==> src/rtl/dma_chan_pkg.sv <==
package dma_chan_pkg;
  typedef enum logic [1:0] {
    SEQ_IDLE = 2'd0,
    SEQ_RD   = 2'd1,
    SEQ_WR   = 2'd2
  } seq_state_e;

  localparam logic [1:0] SRC_SW  = 2'd0;
  localparam logic [1:0] SRC_TX  = 2'd1;
  localparam logic [1:0] SRC_RX  = 2'd2;
  localparam logic [1:0] SRC_EXT = 2'd3;

  localparam logic [2:0] OFS_CTRL0 = 3'd0;
  localparam logic [2:0] OFS_CTRL1 = 3'd1;
  localparam logic [2:0] OFS_SRC_L = 3'd2;
  localparam logic [2:0] OFS_SRC_H = 3'd3;
  localparam logic [2:0] OFS_DST_L = 3'd4;
  localparam logic [2:0] OFS_DST_H = 3'd5;
  localparam logic [2:0] OFS_CNT_L = 3'd6;
  localparam logic [2:0] OFS_CNT_H = 3'd7;
endpackage

==> src/rtl/dma_req_sel.sv <==
module dma_req_sel import dma_chan_pkg::*; #(
  parameter int EXT_N = 10
) (
  input  logic [1:0]       src_sel_i,
  input  logic [3:0]       ext_sel_i,
  input  logic             sw_start_i,
  input  logic             ser0_txe_i,
  input  logic             ser1_rx_i,
  input  logic [EXT_N-1:0] ext_evt_i,
  output logic             req_o
);
  logic [EXT_N-1:0] ext_match;
  logic             ext_hit;

  // codes at or above EXT_N match no lane, so reserved codes stay silent
  for (genvar k = 0; k < EXT_N; k++) begin : g_ext
    assign ext_match[k] = (ext_sel_i == 4'(k)) && ext_evt_i[k];
  end
  assign ext_hit = |ext_match;

  always_comb begin
    unique case (src_sel_i)
      SRC_SW:  req_o = sw_start_i;
      SRC_TX:  req_o = ser0_txe_i;
      SRC_RX:  req_o = ser1_rx_i;
      default: req_o = ext_hit;
    endcase
  end
endmodule

==> src/rtl/dma_addr_step.sv <==
module dma_addr_step #(
  parameter int ADDR_W = 16
) (
  input  logic [ADDR_W-1:0] cur_i,
  input  logic              inc_i,
  input  logic              byte_i,
  output logic [ADDR_W-1:0] next_o
);
  logic [ADDR_W-1:0] delta;

  assign delta  = !inc_i ? '0 : (byte_i ? ADDR_W'(1) : ADDR_W'(2));
  assign next_o = cur_i + delta;
endmodule

==> src/rtl/dma_xfer_seq.sv <==
module dma_xfer_seq import dma_chan_pkg::*; (
  input  logic clk_i,
  input  logic rst_ni,
  input  logic go_i,
  output logic take_o,
  output logic rd_o,
  output logic wr_o
);
  seq_state_e state_q, state_d;

  assign take_o = (state_q == SEQ_IDLE) && go_i;
  assign rd_o   = (state_q == SEQ_RD);
  assign wr_o   = (state_q == SEQ_WR);

  always_comb begin
    unique case (state_q)
      SEQ_IDLE: state_d = go_i ? SEQ_RD : SEQ_IDLE;
      SEQ_RD:   state_d = SEQ_WR;
      default:  state_d = SEQ_IDLE;
    endcase
  end

  always_ff @(posedge clk_i or negedge rst_ni) begin
    if (!rst_ni) state_q <= SEQ_IDLE;
    else         state_q <= state_d;
  end

  AST_RD_WR_EXCL: assert property (@(posedge clk_i) disable iff (!rst_ni)
    !(rd_o && wr_o));
  AST_WR_AFTER_RD: assert property (@(posedge clk_i) disable iff (!rst_ni)
    rd_o |=> wr_o);
endmodule

==> src/rtl/dma_chan_ctrl.sv <==
module dma_chan_ctrl import dma_chan_pkg::*; #(
  parameter int ADDR_W = 16,
  parameter int CNT_W  = 8,
  parameter int EXT_N  = 10
) (
  input  logic              clk_i,
  input  logic              rst_ni,
  input  logic              reg_we_i,
  input  logic [2:0]        reg_addr_i,
  input  logic [7:0]        reg_wdata_i,
  output logic [7:0]        reg_rdata_o,
  input  logic              sw_start_i,
  input  logic              ser0_txe_i,
  input  logic              ser1_rx_i,
  input  logic [EXT_N-1:0]  ext_evt_i,
  output logic              mem_rd_o,
  output logic              mem_wr_o,
  output logic              mem_byte_o,
  output logic [ADDR_W-1:0] mem_addr_o,
  output logic [15:0]       mem_wdata_o,
  input  logic [15:0]       mem_rdata_i,
  output logic              done_o
);
  localparam int REG_W = 16;

  logic ring_q, flag_q, en_q, byte_q, src_inc_q, dst_inc_q;
  logic [1:0] src_sel_q;
  logic [3:0] ext_sel_q;
  logic [ADDR_W-1:0] src_base_q, src_cur_q, dst_base_q, dst_cur_q;
  logic [ADDR_W-1:0] src_next, dst_next, src_base_d, dst_base_d;
  logic [CNT_W-1:0]  cnt_base_q, cnt_cur_q, cnt_base_d;
  logic [REG_W-1:0]  src_w16, dst_w16, cnt_w16;
  logic [REG_W-1:0]  src_r16, dst_r16, cnt_r16;
  logic [15:0] data_q;
  logic done_q;

  logic wr_c0, wr_c1, wr_src, wr_dst, wr_cnt;
  logic req_hit, take, step, last, end_ev;

  assign wr_c0  = reg_we_i && (reg_addr_i == OFS_CTRL0);
  assign wr_c1  = reg_we_i && (reg_addr_i == OFS_CTRL1);
  assign wr_src = reg_we_i && (reg_addr_i == OFS_SRC_L || reg_addr_i == OFS_SRC_H);
  assign wr_dst = reg_we_i && (reg_addr_i == OFS_DST_L || reg_addr_i == OFS_DST_H);
  assign wr_cnt = reg_we_i && (reg_addr_i == OFS_CNT_L || reg_addr_i == OFS_CNT_H);

  dma_req_sel #(.EXT_N(EXT_N)) u_req_sel (
    .src_sel_i (src_sel_q),
    .ext_sel_i (ext_sel_q),
    .sw_start_i(sw_start_i),
    .ser0_txe_i(ser0_txe_i),
    .ser1_rx_i (ser1_rx_i),
    .ext_evt_i (ext_evt_i),
    .req_o     (req_hit)
  );

  dma_xfer_seq u_seq (
    .clk_i (clk_i),
    .rst_ni(rst_ni),
    .go_i  (en_q && flag_q),
    .take_o(take),
    .rd_o  (mem_rd_o),
    .wr_o  (step)
  );

  dma_addr_step #(.ADDR_W(ADDR_W)) u_src_step (
    .cur_i(src_cur_q), .inc_i(src_inc_q), .byte_i(byte_q), .next_o(src_next)
  );

  dma_addr_step #(.ADDR_W(ADDR_W)) u_dst_step (
    .cur_i(dst_cur_q), .inc_i(dst_inc_q), .byte_i(byte_q), .next_o(dst_next)
  );

  assign last   = (cnt_cur_q == CNT_W'(1));
  assign end_ev = step && last;

  // byte-lane merge of register writes into the programmed values
  assign src_r16 = REG_W'(src_base_q);
  assign dst_r16 = REG_W'(dst_base_q);
  assign cnt_r16 = REG_W'(cnt_base_q);

  always_comb begin
    src_w16 = src_r16;
    dst_w16 = dst_r16;
    cnt_w16 = cnt_r16;
    if (reg_addr_i[0]) begin
      src_w16[15:8] = reg_wdata_i;
      dst_w16[15:8] = reg_wdata_i;
      cnt_w16[15:8] = reg_wdata_i;
    end else begin
      src_w16[7:0] = reg_wdata_i;
      dst_w16[7:0] = reg_wdata_i;
      cnt_w16[7:0] = reg_wdata_i;
    end
  end

  assign src_base_d = ADDR_W'(src_w16);
  assign dst_base_d = ADDR_W'(dst_w16);
  assign cnt_base_d = CNT_W'(cnt_w16);

  // control byte 0 and 1
  always_ff @(posedge clk_i or negedge rst_ni) begin
    if (!rst_ni) begin
      ring_q    <= 1'b0;
      src_sel_q <= SRC_SW;
      en_q      <= 1'b0;
      byte_q    <= 1'b0;
      src_inc_q <= 1'b0;
      dst_inc_q <= 1'b0;
      ext_sel_q <= '0;
    end else begin
      if (wr_c0) begin
        ring_q    <= reg_wdata_i[0];
        src_sel_q <= reg_wdata_i[3:2];
        en_q      <= reg_wdata_i[4];
        byte_q    <= reg_wdata_i[5];
        src_inc_q <= reg_wdata_i[6];
        dst_inc_q <= reg_wdata_i[7];
      end
      if (end_ev && !ring_q) en_q <= 1'b0;  // end of count beats a software write
      if (wr_c1) ext_sel_q <= reg_wdata_i[7:4];
    end
  end

  // pending flag: service clear, software clear, then set wins
  always_ff @(posedge clk_i or negedge rst_ni) begin
    if (!rst_ni) begin
      flag_q <= 1'b0;
    end else if (req_hit) begin
      flag_q <= 1'b1;
    end else if (take || (wr_c0 && !reg_wdata_i[1])) begin
      flag_q <= 1'b0;
    end
  end

  // pointers and count
  always_ff @(posedge clk_i or negedge rst_ni) begin
    if (!rst_ni) begin
      src_base_q <= '0;
      src_cur_q  <= '0;
      dst_base_q <= '0;
      dst_cur_q  <= '0;
      cnt_base_q <= '0;
      cnt_cur_q  <= '0;
    end else begin
      if (wr_src) begin
        src_base_q <= src_base_d;
        src_cur_q  <= src_base_d;
      end else if (step) begin
        src_cur_q  <= (end_ev && ring_q) ? src_base_q : src_next;
      end
      if (wr_dst) begin
        dst_base_q <= dst_base_d;
        dst_cur_q  <= dst_base_d;
      end else if (step) begin
        dst_cur_q  <= (end_ev && ring_q) ? dst_base_q : dst_next;
      end
      if (wr_cnt) begin
        cnt_base_q <= cnt_base_d;
        cnt_cur_q  <= cnt_base_d;
      end else if (step) begin
        cnt_cur_q  <= (end_ev && ring_q) ? cnt_base_q : cnt_cur_q - CNT_W'(1);
      end
    end
  end

  always_ff @(posedge clk_i or negedge rst_ni) begin
    if (!rst_ni) begin
      data_q <= '0;
      done_q <= 1'b0;
    end else begin
      if (mem_rd_o) data_q <= mem_rdata_i;
      done_q <= end_ev;
    end
  end

  assign mem_wr_o    = step;
  assign mem_byte_o  = byte_q;
  assign mem_addr_o  = step ? dst_cur_q : src_cur_q;
  assign mem_wdata_o = data_q;
  assign done_o      = done_q;

  always_comb begin
    unique case (reg_addr_i)
      OFS_CTRL0: reg_rdata_o = {dst_inc_q, src_inc_q, byte_q, en_q, src_sel_q, flag_q, ring_q};
      OFS_CTRL1: reg_rdata_o = {ext_sel_q, 4'b0000};
      OFS_SRC_L: reg_rdata_o = REG_W'(src_cur_q) >> 0;
      OFS_SRC_H: reg_rdata_o = 8'(REG_W'(src_cur_q) >> 8);
      OFS_DST_L: reg_rdata_o = 8'(REG_W'(dst_cur_q));
      OFS_DST_H: reg_rdata_o = 8'(REG_W'(dst_cur_q) >> 8);
      OFS_CNT_L: reg_rdata_o = 8'(REG_W'(cnt_cur_q));
      default:   reg_rdata_o = 8'(REG_W'(cnt_cur_q) >> 8);
    endcase
  end

  AST_FLAG_ON_REQ: assert property (@(posedge clk_i) disable iff (!rst_ni)
    req_hit |=> flag_q);
  AST_FLAG_ONLY_BY_REQ: assert property (@(posedge clk_i) disable iff (!rst_ni)
    $rose(flag_q) |-> $past(req_hit));
  AST_FLAG_WRITE_ONE_KEEPS: assert property (@(posedge clk_i) disable iff (!rst_ni)
    (flag_q && wr_c0 && reg_wdata_i[1] && !take) |=> flag_q);
  AST_RESERVED_QUIET: assert property (@(posedge clk_i) disable iff (!rst_ni)
    (!flag_q && src_sel_q == SRC_EXT && ext_sel_q >= 4'(EXT_N)) |=> !flag_q);
  AST_NO_READ_WHEN_OFF: assert property (@(posedge clk_i) disable iff (!rst_ni)
    $rose(mem_rd_o) |-> $past(en_q));
  AST_NORMAL_STOP: assert property (@(posedge clk_i) disable iff (!rst_ni)
    (end_ev && !ring_q) |=> (!en_q && done_o));
  AST_RING_RELOAD: assert property (@(posedge clk_i) disable iff (!rst_ni)
    (end_ev && ring_q && !reg_we_i) |=> (en_q && done_o && cnt_cur_q == $past(cnt_base_q)));
  AST_SRC_STEP: assert property (@(posedge clk_i) disable iff (!rst_ni)
    (step && src_inc_q && !reg_we_i && !(end_ev && ring_q))
      |=> src_cur_q == $past(src_cur_q) + ($past(byte_q) ? ADDR_W'(1) : ADDR_W'(2)));
  AST_DST_FIXED: assert property (@(posedge clk_i) disable iff (!rst_ni)
    (step && !dst_inc_q && !reg_we_i && !(end_ev && ring_q)) |=> $stable(dst_cur_q));
endmodule

==> config.mk <==
export PLATFORM = sky130hd
export DESIGN_NAME = dma_chan_ctrl
export DESIGN_NICKNAME = d
export VERILOG_FILES = /design/src/rtl/dma_chan_pkg.sv /design/src/rtl/dma_req_sel.sv /design/src/rtl/dma_addr_step.sv /design/src/rtl/dma_xfer_seq.sv /design/src/rtl/dma_chan_ctrl.sv
export SDC_FILE = /design/constraint.sdc
export NUM_CORES = 1
export LEC_CHECK = 0
export ABC_CLOCK_PERIOD_IN_PS = 3000
export CORE_MARGIN = 1.5
export CORE_UTILIZATION = 50
export DETAILED_ROUTE_END_ITERATION = 12
export GPL_TIMING_DRIVEN = 1
export PLACE_DENSITY = 0.73
export SYNTH_ARGS = -nofsm -noshare
export SYNTH_HDL_FRONTEND = slang
export SYNTH_SLANG_ARGS = --single-unit
==> constraint.sdc <==
create_clock -name clk_i -period 3 [get_ports clk_i]
set_clock_uncertainty 0.1 [all_clocks]
set_input_delay 0.6 -clock clk_i [delete_from_list [all_inputs] [get_ports clk_i]]
set_output_delay 0.6 -clock clk_i [all_outputs]
set_load 0.05 [all_outputs]
* Yosys cells after proc, flatten, opt, wreduce, memory -nomap -nowiden
Cells that the tools add are included.
Storage, ports and cells: register bits 111, output and inout bits 44
Operators by class: add/subtract/negate cells 3, eq/ne operators 21, reduce and logical (&&, ||, !) cells 37, mux-type cells 26
Operators with widths (count):
- $mux 16 | 9
- $mux 8 | 8
- $pmux 8 s7 | 1
- $add 16x16->16 | 2
- $logic_and 1x1->1 | 21
- $eq 4x3->1 const B | 4
- $eq 3x3->1 const B | 4
- $reduce_bool 2->1 | 5
- $reduce_or 10->1 | 1
- $eq 4x2->1 const B | 2
- $eq 4x4->1 const B | 2
- $eq 8x1->1 const B | 1
- $sub 8x1->8 const B | 1
- $eq 3x2->1 const B | 2
- $mux 1 | 5
- $eq 2x1->1 const B | 2
- $eq 2x2->1 const B | 2
- $eq 4x1->1 const B | 1
- $logic_not 2->1 | 2
- $logic_not 4->1 | 1
- $logic_or 1x1->1 | 4
- $pmux 2 s2 | 1
- $eq 3x1->1 const B | 1
- $logic_not 3->1 | 1
- 3 further kinds | 4

* Depth between registers and ports, before layout
Gate-level depths: netlist of run 1.
depth in word-level cells 6, mapped depth 9, depth with buffers taken out 9

* Cells and area by module
A second synthesis of run 1 with hierarchy kept.
Second synthesis, totals: cells, all modules 633, area, all modules 6877.8 um2
Modules (own cells, without submodules):
- dma_chan_ctrl | area each 5979.5 um2, instances 1, cells an instance 521
- dma_addr_step | area each 347.8 um2, instances 2, cells an instance 46
- dma_req_sel | area each 122.6 um2, instances 1, cells an instance 14
- dma_xfer_seq | area each 80.1 um2, instances 1, cells an instance 6

* Worst setup path after synthesis of run 1
Ideal clock, no wire load.
path kind input to output, from input reg_addr_i[0], to output reg_rdata_o[4], path buffers 3, arrival 2611 ps, setup slack -311 ps, stages 5, data required time 2300 ps, path through clkbuf_1 buf_2 clkbuf_1 a31oi_1 o21ai_0
On the way: word-level cells in the longest chain between the ends 2, elaborated cells between the ends (all ways) 8, those cells by class 6 x eq/ne; 1 x mux; 1 x reduce/logical
Ends and longest elaborated chain:
- from (decl) | RTL line dma_chan_ctrl.sv:9 | input logic [2:0] reg_addr_i,
- $eq 3x3->1 (tied with other cells) | RTL line dma_chan_ctrl.sv:183 | unique case (reg_addr_i)
- $pmux 8 s7 * | RTL line dma_chan_ctrl.sv:183
- to (decl) | RTL line dma_chan_ctrl.sv:11 | output logic [7:0] reg_rdata_o,
Mark *: on every way between the ends. The rest lies on a longest branch, timed or not.

* Worst setup path in the final report of run 1
from input reg_addr_i[1], to output reg_rdata_o[5]
The elaborated chain is that of the path after synthesis.

==> impl_metrics.json, run 1 <==
{
  "synth-edff-count": 0,
  "tightestPinTransition_ps": 700.8,
  "rsz0062_at_grt": "true",
  "n_antenna_cell": 0,
  "synth_area_um2": 6726,
  "area_growth_pct": 26.13,
  "setup_viol": 0,
  "hpwl_mm": 15.52,
  "synthesis.nets": 757,
  "cap_violations": 0,
  "antenna_found_initial": 1,
  "ys_ff_latch": 111,
  "cts_buffer_depth": 2,
  "postCtsSetupBuffers": 0,
  "cts_tree": "yes",
  "port_buffers": 86,
  "netlist.area_leader.share_pct": 41.29,
  "yosysTopAreaCell": "dfrtp_1",
  "arrival_ps": 2250,
  "ys_warn_count": 0,
  "first_pass_iters": 6,
  "cts_sinks": 111,
  "start_util_pct": 51.00,
  "hold_viol": 0,
  "routed_wirelength_mm": 21.66,
  "ys_seq_area_share_pct": 41.29,
  "power_density_nw_per_um2": 1026,
  "critical_path_class": "in -> out",
  "avgViaCountPerCell": 6.432,
  "grt_max_degree": 69,
  "ios": 87,
  "status": "completed",
  "rows": 42,
  "slew-limit-headroom_pct": 52.85,
  "grt_first_pass_wirelength_mm": 33.52,
  "syn_area_per_cell_um2": 9.528,
  "synth_cell_type_count": 57,
  "synth_cells": 706,
  "wl_per_cell_um": 22.38,
  "cts-root-buf": "clkbuf_16",
  "route.detailed.drc": 0,
  "timing.final.crit_share_pct": 98.27,
  "p_leak_nw": 3.580,
  "via_count": 6226,
  "cts_buffers": 9,
  "drv_slew": 0,
  "dr.first_iter.drc_count": 765,
  "async_flop_share_pct": 100.0,
  "core_um2": 13190,
  "die-area_um2": 14160,
  "fin_nets": 838,
  "clk_latency_ps": 360,
  "peakVddDrop_v": 0.0006408,
  "worst_slack_ps": 51.80,
  "path_max_fanout": 10,
  "fmax_ghz": 0.3392,
  "final_cell_mix": "dfrtp_1, mux2_2, nand2_1",
  "final_common_cell": "dfrtp_1",
  "cp-start-kind": "input port",
  "finalCriticalPeriod_ps": 2948,
  "drive_gt1_share_pct": 20.83,
  "required_ps": 2300,
  "pre_cts_ws_ps": 8.588,
  "grt_pass1_vias": 5916,
  "gp_congestion": 1.012,
  "synth_top_flop_cell": "dfrtp_1",
  "clk_pin_slew_ps": 80,
  "fp.dieH_um": 119.0,
  "die_x_um": 119.0,
  "crit_path_end_kind": "output pin",
  "postRouteAntennaNets": 0,
  "setup_tns_ps": 0,
  "grt-ovfl-total": 0,
  "grt_usage_pct": 31.25,
  "h-tree-depth": 3,
  "yosys-top-cells-area": "dfrtp_1, mux2_2, nand2_1, a21oi_1, mux2i_1",
  "min_path_type": "reg -> reg"
}
-- synthesized netlist by cell type, types with 12 or more instances --
| master | count |
|---|---|
| a21oi_1 | 49 |
| a31oi_1 | 21 |
| buf_2 | 12 |
| clkbuf_1 | 28 |
| dfrtp_1 | 111 |
| inv_1 | 22 |
| mux2_2 | 68 |
| mux2i_1 | 24 |
| nand2_1 | 67 |
| nand3_1 | 25 |
| nor2_1 | 48 |
| nor3_1 | 14 |
| o21ai_0 | 45 |
| o221ai_1 | 15 |
| xor2_1 | 15 |
-- registers in the layout (all words and copies together), names as in the netlist --
| register | count |
|---|---|
| cnt_base_q | 8 |
| cnt_cur_q | 8 |
| done_o | 1 |
| dst_base_q | 16 |
| dst_cur_q | 16 |
| dst_inc_q | 1 |
| en_q | 1 |
| ext_sel_q | 4 |
| flag_q | 1 |
| mem_byte_o | 1 |
| mem_wdata_o | 16 |
| ring_q | 1 |
| src_base_q | 16 |
| src_cur_q | 16 |
| src_inc_q | 1 |
| src_sel_q | 2 |
| u_seq.state_q | 2 |
-- per-layer routing --
metal,share of wire (%),track usage (%),vias up
met5,0,0,-
met4,4.5,14.61,0
met3,9.5,8.046,78
met2,47,48.01,339
met1,39,41.43,3075
li1,-,-,2734
-- metrics by stage --
step / total power [mW] / instances / util [%] / area [um^2] / hold slack [ps]
floorplan: 5.307 / 706 / - / 6726 / 204.4
global placement: 7.126 / 951 / 61.57 / 8122 / 343.6
detailed placement: 7.253 / 951 / 61.57 / 8122 / 364.3
CTS: 8.672 / 968 / 64.25 / 8474 / 378.5
global route: 9.088 / 968 / 64.32 / 8484 / 400.0
finish: 8.701 / 968 / 64.32 / 8484 / 372.6
-- repair_timing --
| item | in CTS | in global routing |
|---|---|---|
| resized for setup | 0 | 3 |
| endpoints found under the setup margin | 0 | 7 |
| hold buffers | 1 | 0 |
| hold endpoints to repair | 12 | 0 |
-- worst max-delay path, cell delays in order --
cell	delay [ps]
clkdlybuf4s50_1	500
buf_6	160
nor2b_1	140
buf_4	170
a21oi_1	80
a21oi_1	400
buf_12	200
-- final timing paths --
check	from	endpoint	slack (ps)	cells after the start
worst max-delay path	reg_addr_i[1]	reg_rdata_o[5]	50	7
min in group asynchronous	rst_ni	dst_base_q[14]	520	2
worst max register to register	mem_byte_o	src_cur_q[12]	330	9
max in group asynchronous	rst_ni	en_q	1580	3
worst min-delay path	u_seq.state_q[0]	u_seq.state_q[0]	370	1
worst min register to register	u_seq.state_q[0]	u_seq.state_q[0]	370	1
-- report_power, final --
| group | switching (mW) | internal [mW] | total, mW |
|---|---|---|---|
| clock | 0.584 | 0.820 | 1.40 |
| combinational | 2.55 | 1.97 | 4.52 |
| sequential | 0.764 | 2.01 | 2.77 |
-- cells by family (layout without fill, tap and decap cells) --
kind of cell | Yosys count | after routing | share of synthesized area (%)
multiplexers | 99 | 99 | 17.35
adder cells (fa/ha/maj) | 8 | 8 | 1.711
XOR/XNOR | 25 | 25 | 3.255
buffers and inverters | 76 | 162 | 4.855
flip-flops | 111 | 111 | 41.29
AND/OR/NAND/NOR | 213 | 213 | 15.72
AO/OA/AOI/OAI | 174 | 174 | 15.81
-- final cells by class --
type	instances	area, um^2
Timing Repair Buffer	124	1433
Tap cell	176	220.2
Inverter	22	82.58
Clock inverter	7	117.6
Sequential cell	111	2778
Fill cell	1083	4706
Clock buffer	9	225.2
Multi-Input combinational cell	519	3628
Power figures use the tool's default switching activity.
==> inputs of run 2 (changes only) <==
PLACE_DENSITY = 0.85   (was 0.73)
==> impl_metrics.json, run 2 (synthesis gave the netlist of run 1 again) <==
{
  "arrival_ps": 2230,
  "avgViaCountPerCell": 6.414,
  "critical_path_class": "in -> out",
  "rsz0062_at_grt": "false",
  "route.detailed.drc": 0,
  "status": "completed",
  "peakVddDrop_v": 0.0007322,
  "grt_pass1_vias": 5966,
  "slew-limit-headroom_pct": 52.47,
  "crit_slowest_cell": "mux4_1",
  "postCtsSetupBuffers": 0,
  "area_growth_pct": 25.00,
  "final_common_cell": "dfrtp_1",
  "setup_viol": 0,
  "rows": 42,
  "grt-ovfl-total": 0,
  "cts_sinks": 111,
  "grt_max_degree": 81,
  "rr_worst_depth": 9,
  "path_max_fanout": 7,
  "h-tree-depth": 3,
  "gp_congestion": 1.006,
  "grt_usage_pct": 30.42,
  "n_antenna_cell": 0,
  "die_x_um": 119.0,
  "wl_per_cell_um": 21.99,
  "core_um2": 13190,
  "min_path_type": "in -> async",
  "clk_pin_slew_ps": 70,
  "cp-start-kind": "input port",
  "antenna_found_initial": 0,
  "fin_nets": 837,
  "first_pass_iters": 5,
  "drive_gt1_share_pct": 20.38,
  "timing.final.crit_share_pct": 97.72,
  "cts_tree": "yes",
  "routed_wirelength_mm": 21.24,
  "final_cell_mix": "dfrtp_1, mux2_2, nand2_1",
  "setup_tns_ps": 0,
  "fmax_ghz": 0.3411,
  "dr.first_iter.drc_count": 580,
  "reg2reg_slack_ps": 340,
  "slowest_delay_ps": 550,
  "p_leak_nw": 3.543,
  "cts_buffers": 9,
  "worstPathCellList": "clkdlybuf4s50_1, buf_6, mux4_1, nor2_1, a21oi_1, buf_12",
  "hold_viol": 0,
  "finalCriticalPeriod_ps": 2932,
  "final_util_pct": 63.75,
  "port_buffers": 86,
  "postRouteAntennaNets": 0,
  "grt_first_pass_wirelength_mm": 33.03,
  "hpwl_mm": 15.04,
  "cts_buffer_depth": 2,
  "start_util_pct": 51.00,
  "power_density_nw_per_um2": 1011,
  "clk_latency_ps": 360,
  "fp.dieH_um": 119.0,
  "cts-root-buf": "clkbuf_16",
  "drv_slew": 0,
  "via_count": 6196,
  "cap_violations": 0,
  "crit_path_end_kind": "output pin",
  "ios": 87,
  "tightestPinTransition_ps": 710.4,
  "required_ps": 2300,
  "die-area_um2": 14160
}
==> run 2: cell count changes in the layout (fill, tap and decap cells not counted), sizes merged <==
cell	before	now
bufinv	3	1
clkbuf	9	11
clkinvlp	0	1
dlygate4sd3	1	0
inv	24	22
==> run 2: metrics by stage <==
stage	hold slack [ps]	total power [mW]	setup WS, ps	cells	cell area (um^2)
final	66.07	8.502	68.50	966	8408
after global routing	106.7	8.854	16.12	966	8408
after global placement	355.3	7.134	57.50	951	8122
after floorplan	204.4	5.307	4.907	706	6726
after CTS	84.77	8.436	11.71	966	8402
after detailed placement	381.7	7.243	9.231	951	8122
==> run 2: final cells by class <==
type | instances | area (um^2)
clock buffers | 11 | 232.7
clock inverters | 4 | 47.55
fillers | 1026 | 4782
inverters | 22 | 82.58
multi-input cells | 519 | 3625
flip-flops and latches | 111 | 2778
well taps | 176 | 220.2
repair buffers | 123 | 1423
==> run 2: final timing paths <==
check	startpoint	to
min in group clk_i	u_seq.state_q[0]	u_seq.state_q[0]
worst min-delay path	rst_ni	mem_wdata_o[2]
worst max-delay path	reg_addr_i[1]	reg_rdata_o[5]
max in group asynchronous	rst_ni	dst_cur_q[0]
worst min register to register	u_seq.state_q[0]	u_seq.state_q[0]
worst max register to register	mem_byte_o	src_cur_q[12]
==> run 2: worst max-delay path, delay by kind of cell <==
| kind | cells | cell delay (ps) |
|---|---|---|
| muxes | 1 | 550 |
| and+or+nand+nor | 1 | 100 |
| buffers and inverters | 3 | 890 |
| AOI/OAI and AO/OA | 1 | 100 |
==> run 2: report_power, final <==
part / internal, mW / leakage [nW] / switching (mW)
clock network: 0.641 / 0.135 / 0.549
logic: 1.97 / 2.06 / 2.56
registers: 2.01 / 1.34 / 0.772
==> run 2: repair_timing <==
item	CTS	global route
hold endpoints to repair	0	0
hold buffers	0	0
gates resized for setup	0	2
endpoints found under the setup margin	0	4
==> run 2: layer usage <==
metal	vias up	global-route usage, %	wire [um]
met4	0	16.57	1090
met1	3023	39.69	8156
met3	79	7.280	2094
met2	355	46.78	9902
met5	-	0	0
li1	2739	-	-
==> inputs of run 3 (changes only) <==
CORE_UTILIZATION = 35   (was 50)
PLACE_DENSITY = 0.67   (was 0.85)
==> impl_metrics.json, run 3 (synthesis gave the netlist of run 1 again) <==
{
  "slowest_delay_ps": 560,
  "arrival_ps": 2240,
  "cts_tree": "yes",
  "n_antenna_cell": 0,
  "worstPathCellList": "clkdlybuf4s50_1, buf_12, mux4_1, nor2_1, a21oi_2, buf_12",
  "port_buffers": 86,
  "cp_common_cell": "buf_12",
  "cts_sinks": 111,
  "crit_slowest_cell": "mux4_1",
  "gp_congestion": 0.9132,
  "final_area_um2": 8544,
  "grt_usage_pct": 22.79,
  "cts-root-buf": "clkbuf_16",
  "finalCriticalPeriod_ps": 2938,
  "rsz0062_at_grt": "false",
  "power_density_nw_per_um2": 1005,
  "cp-start-kind": "input port",
  "critical_path_class": "in -> out",
  "cp_top_family": "buffers and inverters",
  "timing.final.crit_share_pct": 97.94,
  "hold_viol": 0,
  "h-tree-depth": 3,
  "fmax_ghz": 0.3403,
  "first_pass_iters": 5,
  "r2r_start": "mem_byte_o",
  "dr.first_iter.drc_count": 566,
  "crit_buf_inv": 3,
  "start_util_pct": 35.84,
  "ios": 87,
  "tightestPinTransition_ps": 698.2,
  "die-area_um2": 20060,
  "grt_first_pass_wirelength_mm": 34.47,
  "drive_gt1_share_pct": 21.41,
  "crit_path_start": "reg_addr_i[1]",
  "fin_nets": 840,
  "cts_buffers": 9,
  "crit_path_end_kind": "output pin",
  "path_max_fanout": 18,
  "slew-limit-headroom_pct": 53.40,
  "hpwl_mm": 15.80,
  "antenna_found_initial": 0,
  "die_x_um": 141.6,
  "rows": 50,
  "fp.dieH_um": 141.6,
  "avgViaCountPerCell": 5.889,
  "min_path_type": "in -> async",
  "grt-ovfl-total": 0,
  "post_dp_cell_area_um2": 8229,
  "peakVddDrop_v": 0.0008142,
  "wl_per_cell_um": 21.67,
  "route.detailed.drc": 0,
  "cap_violations": 0,
  "p_leak_nw": 3.562,
  "via_count": 6054,
  "drv_slew": 0,
  "setup_viol": 0,
  "postRouteAntennaNets": 0,
  "core_um2": 18770,
  "clk_pin_slew_ps": 70,
  "setup_tns_ps": 0,
  "routed_wirelength_mm": 22.28,
  "final_cell_mix": "dfrtp_1, mux2_2, nand2_1",
  "area_growth_pct": 27.03,
  "status": "completed",
  "grt_pass1_vias": 5719,
  "required_ps": 2300,
  "cts_buffer_depth": 2,
  "final_common_cell": "dfrtp_1",
  "grt_max_degree": 52,
  "clk_latency_ps": 360
}
## run 3: changes by cell type in the layout (fill, tap and decap cells not counted), moves of 2 or more
cell / previous run / this run
a21oi_1: 49 / 46
a21oi_2: 0 / 3
buf_4: 35 / 38
clkbuf_1: 2 / 0
clkinv_2: 2 / 0
clkinv_4: 0 / 2
inv_6: 0 / 2
## run 3: layout make-up
cell class / instances / area, um^2
repair buffers: 126 / 1450
well taps: 234 / 292.8
flip-flops and latches: 111 / 2778
clock buffers: 9 / 225.2
inverters: 22 / 82.58
clock inverters: 7 / 80.08
fillers: 1799 / 10220
multi-input cells: 519 / 3636
## run 3: stage by stage
step                setup slack (ps)  hold WS, ps  cells  utilization [%]  power [mW]
floorplan                      4.907        204.4    706                -       5.307
global placement              -6.295        354.7   1012            43.85       7.247
detailed placement            -5.202        355.8   1012            43.85       7.290
CTS                            58.84        189.1   1028            45.47       8.571
global route                   15.32        206.1   1028            45.53       9.015
finish                         61.75        157.5   1028            45.53       8.587
## run 3: power by group
part           internal [mW]  switching (mW)  total, mW
Combinational           1.98            2.57       4.55
Clock                  0.658           0.600       1.26
Sequential              2.01           0.767       2.78
Total                   4.65            3.93       8.59
## run 3: metal layers
layer	global-route usage, %	share of wire, %	vias to the layer above	routed length (um)
met5	0	0	-	0
met2	34.20	46	280	10230
met4	9.929	3.8	0	839
met1	32.91	43	2972	9538
li1	-	-	2750	-
met3	3.004	7.5	52	1666
## run 3: what timing repair did
item | CTS | global route
cloned | 0 | 0
hold buffers | 0 | 0
gates resized for setup | 1 | 3
setup buffers | 0 | 0
endpoints found under the setup margin | 1 | 3
## run 3: worst paths after layout
path | endpoint | slack [ps] | cells after the start
min in group clk_i | u_seq.state_q[0] | 370 | 1
hold / removal | cnt_base_q[2] | 160 | 1
max in group asynchronous | src_cur_q[5] | 1910 | 2
hold reg to reg | u_seq.state_q[0] | 370 | 1
setup / recovery | reg_rdata_o[5] | 60 | 6
setup reg to reg | src_cur_q[12] | 270 | 9
